**src/rtl/grp_sync_pkg.sv**
```systemverilog
package grp_sync_pkg;
  typedef struct packed {
    logic missing;
    logic unexpected;
  } sync_evt_t;
endpackage

```
**src/rtl/grp_phase_ctr.sv**
```systemverilog
module grp_phase_ctr #(
  parameter int GROUP_LEN    = 3,
  parameter bit PHASE_ONEHOT = 1'b0
) (
  input  logic clk_i,
  input  logic rst_ni,
  input  logic acc_i,
  output logic last_slot_o
);
  localparam int CNT_W = (GROUP_LEN > 1) ? $clog2(GROUP_LEN) : 1;

  generate
    if (PHASE_ONEHOT) begin : g_ring
      logic [GROUP_LEN-1:0] ring_q;
      always_ff @(posedge clk_i or negedge rst_ni) begin
        if (!rst_ni)    ring_q <= {{(GROUP_LEN-1){1'b0}}, 1'b1};
        else if (acc_i) ring_q <= {ring_q[GROUP_LEN-2:0], ring_q[GROUP_LEN-1]};
      end
      assign last_slot_o = ring_q[GROUP_LEN-1];

      a_r8_ring_onehot: assert property (@(posedge clk_i) disable iff (!rst_ni)
        $onehot(ring_q));
      a_r5_ring_hold: assert property (@(posedge clk_i) disable iff (!rst_ni)
        !acc_i |=> $stable(ring_q));
    end else begin : g_bin
      localparam logic [CNT_W-1:0] LAST = CNT_W'(GROUP_LEN-1);
      logic [CNT_W-1:0] cnt_q;
      always_ff @(posedge clk_i or negedge rst_ni) begin
        if (!rst_ni)             cnt_q <= '0;
        else if (acc_i) begin
          if (cnt_q == LAST)     cnt_q <= '0;
          else                   cnt_q <= cnt_q + 1'b1;
        end
      end
      assign last_slot_o = (cnt_q == LAST);

      a_r8_wrap: assert property (@(posedge clk_i) disable iff (!rst_ni)
        acc_i && last_slot_o |=> cnt_q == '0);
      a_r8_in_range: assert property (@(posedge clk_i) disable iff (!rst_ni)
        cnt_q <= LAST);
      a_r5_cnt_hold: assert property (@(posedge clk_i) disable iff (!rst_ni)
        !acc_i |=> $stable(cnt_q));
    end
  endgenerate
endmodule

```
**src/rtl/grp_evt_eval.sv**
```systemverilog
module grp_evt_eval
  import grp_sync_pkg::*;
(
  input  logic      clk_i,
  input  logic      rst_ni,
  input  logic      acc_i,
  input  logic      last_slot_i,
  input  logic      tlast_i,
  output sync_evt_t evt_o
);
  sync_evt_t evt_q;

  always_ff @(posedge clk_i or negedge rst_ni) begin
    if (!rst_ni) evt_q <= '0;
    else if (acc_i) begin
      evt_q.missing    <= last_slot_i & ~tlast_i;
      evt_q.unexpected <= ~last_slot_i & tlast_i;
    end
  end
  assign evt_o = evt_q;

  a_r4_hold: assert property (@(posedge clk_i) disable iff (!rst_ni)
    !acc_i |=> $stable(evt_q));
  a_r7_exclusive: assert property (@(posedge clk_i) disable iff (!rst_ni)
    $onehot0({evt_q.missing, evt_q.unexpected}));
endmodule

```
**src/rtl/grp_sync_mon.sv**
```systemverilog
module grp_sync_mon
  import grp_sync_pkg::*;
#(
  parameter int GROUP_LEN    = 3,
  parameter bit PHASE_ONEHOT = 1'b0
) (
  input  logic clk_i,
  input  logic rst_ni,
  input  logic en_i,
  input  logic s_tvalid_i,
  input  logic s_tready_i,
  input  logic s_tlast_i,
  output logic missing_o,
  output logic unexpected_o
);
  logic      acc;
  logic      last_slot;
  sync_evt_t evt;

  assign acc = s_tvalid_i & s_tready_i & en_i;

  grp_phase_ctr #(
    .GROUP_LEN   (GROUP_LEN),
    .PHASE_ONEHOT(PHASE_ONEHOT)
  ) u_phase (
    .clk_i      (clk_i),
    .rst_ni     (rst_ni),
    .acc_i      (acc),
    .last_slot_o(last_slot)
  );

  grp_evt_eval u_eval (
    .clk_i      (clk_i),
    .rst_ni     (rst_ni),
    .acc_i      (acc),
    .last_slot_i(last_slot),
    .tlast_i    (s_tlast_i),
    .evt_o      (evt)
  );

  assign missing_o    = evt.missing;
  assign unexpected_o = evt.unexpected;

  initial begin
    a_r8_len: assert (GROUP_LEN >= 2);
  end

  a_r2_missing: assert property (@(posedge clk_i) disable iff (!rst_ni)
    acc && last_slot && !s_tlast_i |=> missing_o && !unexpected_o);
  a_r3_unexpected: assert property (@(posedge clk_i) disable iff (!rst_ni)
    acc && !last_slot && s_tlast_i |=> unexpected_o && !missing_o);
  a_r7_clean: assert property (@(posedge clk_i) disable iff (!rst_ni)
    acc && (last_slot == s_tlast_i) |=> !missing_o && !unexpected_o);
endmodule

```
**config.mk**
```make
export PLATFORM = sky130hd
export DESIGN_NAME = grp_sync_mon
export DESIGN_NICKNAME = d
export VERILOG_FILES = /design/src/rtl/grp_sync_pkg.sv /design/src/rtl/grp_phase_ctr.sv /design/src/rtl/grp_evt_eval.sv /design/src/rtl/grp_sync_mon.sv
export SDC_FILE = /design/constraint.sdc
export NUM_CORES = 1
export LEC_CHECK = 0
export BUFFER_PORTS_ARGS = -buffer_cell sky130_fd_sc_hd__buf_2
export CORE_AREA = 3 3 40 42
export DETAILED_ROUTE_END_ITERATION = 7
export DIE_AREA = 0 0 43 45
export HOLD_SLACK_MARGIN = 0.15
export PLACE_DENSITY_LB_ADDON = 0.25
export SYNTH_ARGS = -nofsm -noshare
export SYNTH_HDL_FRONTEND = slang
export SYNTH_SLANG_ARGS = --single-unit
```
**constraint.sdc**
```tcl
create_clock -name clk_i -period 0.9 [get_ports clk_i]
set_input_delay 0.045 -clock clk_i [delete_from_list [all_inputs] [get_ports clk_i]]
set_output_delay 0.045 -clock clk_i [all_outputs]
set_load 0.005 [all_outputs]
```
==> run metrics <==
RSZ-0062 raised after global routing no; Crit Path Category flip-flop to flip-flop; fin area around 320 um2; Clock Tree Root clkbuf_4; relative slew slack 0.8921; Setup TNS 0 ns; Core Rows 13; CTS buffer count 3; Initial Util 0.1441; post-synthesis cell type count 10; Seq/Total Area, Yosys 0.5405; Fmax 1181 MHz; post-synthesis instance area around 190 um2; CP Max Fanout 4; vias in the first global route between 200 and 250; Pins Over Slew Limit 0; placed cell area around 240 um2; DR WL/cell 8.935 um; slew at the pin with the worst max-slew slack approximately 0.16 ns; Required @ worst endpoint about 1.1 ns; vias per inst about 4.0; status finished, final reports clean; most frequent cells in the layout buf_2, nand2_1, dlygate4sd3_1; die width around 43 um; Area contributors post-synth dfrtp_1, nand3_4, nand2_1, o31ai_2, nor3_2; core area about 0.0013 mm2; final hold vios 0; drt first pass iters 2; commonest non-fill, non-tap cell in the layout buf_2; syn nets 22; die area between 0.0015 and 0.002 mm2; die height 45 um; CP Capture Type flip-flop; CTS tree built; Initial DRC Count 5; routed wire length a little over 400 um; share of layout cells above drive strength 1 0.4516; fin crit share 0.9410; GR Util All Layers 0.06182; Register Area 101.3 um2; startpoint types flip-flop; final setup vio count 0; input/output buffers 7; minimum clock period between 0.8 and 0.9 ns; Max Cap Viol 0; I/O Pins 8; FILL cells ~140; GP Congestion 0.6740; global route overflow 0; n_diodes 0; Worst-path clk slew approximately 0.04 ns; H-tree depth 1; PwrDens around 2100 mW/mm2; first-pass GRT wire length 814 um; CTS sink cnt 4; VDD IR-drop max around 0.9 mV; Clock Tree Buf Depth 2; Synth-to-Final Area Change 75.00%; Hold Slack between 0.1 and 0.15 ns; pin count of the biggest net entering global routing 8; Avg Inst Size Synth between 10 and 15 um2; worst min path class input port to flip-flop; Worst Path Arrival 1.00 ns; Pwr Total ~0.67 mW; multi-input logic area slightly above 90 um2; remaining antenna violation count 0; Synth top area share 0.5405; initial antenna violation count 0; synth warn 0; Final Skew approximately 0.00068 ns; post-synth top area cell dfrtp_1; P_leak about 0.16 nW; Cells after Synth 16; Synth Register Bits 4; Skew-Pair Late Insertion Delay about 0.24 ns; Nets 39; drt drc 0; Vias between 150 and 200
==> where the power goes <==
part / switching (mW) / leakage [nW] / total [mW] / internal [mW]
Sequential: 0.0462 / 0.0505 / 0.280 / 0.234
Combinational: 0.0698 / 0.0919 / 0.163 / 0.0930
Clock: 0.0781 / 0.0138 / 0.228 / 0.149
Total: 0.194 / 0.156 / 0.670 / 0.476
==> critical path: stages (launching register included) <==
cell and delay (ns):
dfrtp_2 0.41, nand2b_1 0.17, o31ai_2 0.17
==> layout make-up <==
class	instances	share of cell area
tap	15	0.05792
multi-input combinational	12	0.2819
clock buffer	3	0.06950
sequential	4	0.3127
timing repair buffer	12	0.2780
==> through the flow <==
| stage | cells | setup slack (ns) | util |
|---|---|---|---|
| floorplan | 16 | 0.1044 | - |
| global placement | 38 | 0.08532 | 0.1860 |
| detailed placement | 38 | 0.06909 | 0.1860 |
| CTS | 46 | 0.01331 | 0.2425 |
| global route | 46 | 0.02145 | 0.2522 |
| finish | 46 | 0.05311 | 0.2522 |
==> sequential cells by signal, indices dropped and copies added, names as in the netlist <==
name,count
u_eval.evt_o,2
u_phase.g_bin.cnt_q,2
==> path summary, 6_finish.rpt <==
check	slack [ns]	cells past startpoint	end	startpoint
worst max-delay path	0.05	2	u_eval.evt_o[1]	u_phase.g_bin.cnt_q[0]
worst min-delay path	0.12	3	u_phase.g_bin.cnt_q[1]	s_tready_i
worst max register to register	0.05	2	u_eval.evt_o[1]	u_phase.g_bin.cnt_q[0]
worst min register to register	0.48	2	u_eval.evt_o[0]	u_eval.evt_o[0]
max in group asynchronous	0.09	3	u_phase.g_bin.cnt_q[0]	rst_ni
min in group asynchronous	0.67	3	u_eval.evt_o[1]	rst_ni
==> kinds of logic after synthesis <==
logic type       Yosys count  synth area share
AND/OR/NAND/NOR            8            0.2973
flip-flops                 4            0.5406
AO/OA/AOI/OAI              4            0.1621
==> repair_timing <==
item,CTS,global route
endpoints found under the setup margin,0,3
setup buffers,0,1
hold buffers,5,0
resized for setup,0,3
endpoints found under the hold margin,7,0
==> synthesized netlist by cell type, drive strengths merged <==
| cell type | number |
|---|---|
| nand3 | 1 |
| o21ai | 2 |
| a21o | 1 |
| nand2b | 1 |
| nor3 | 1 |
| nand2 | 4 |
| nand4 | 1 |
| dfrtp | 4 |
| o31ai | 1 |
==> routing by layer <==
metal  up-vias  share of wire  global-route usage
met1        81           0.45             0.05839
met2        12           0.35             0.09281
li1         90              -                   -
met4         0              0                   0
met3         0           0.19             0.07570
met5         -              0                   0
Note: power is estimated with default switching activity, not from simulation.
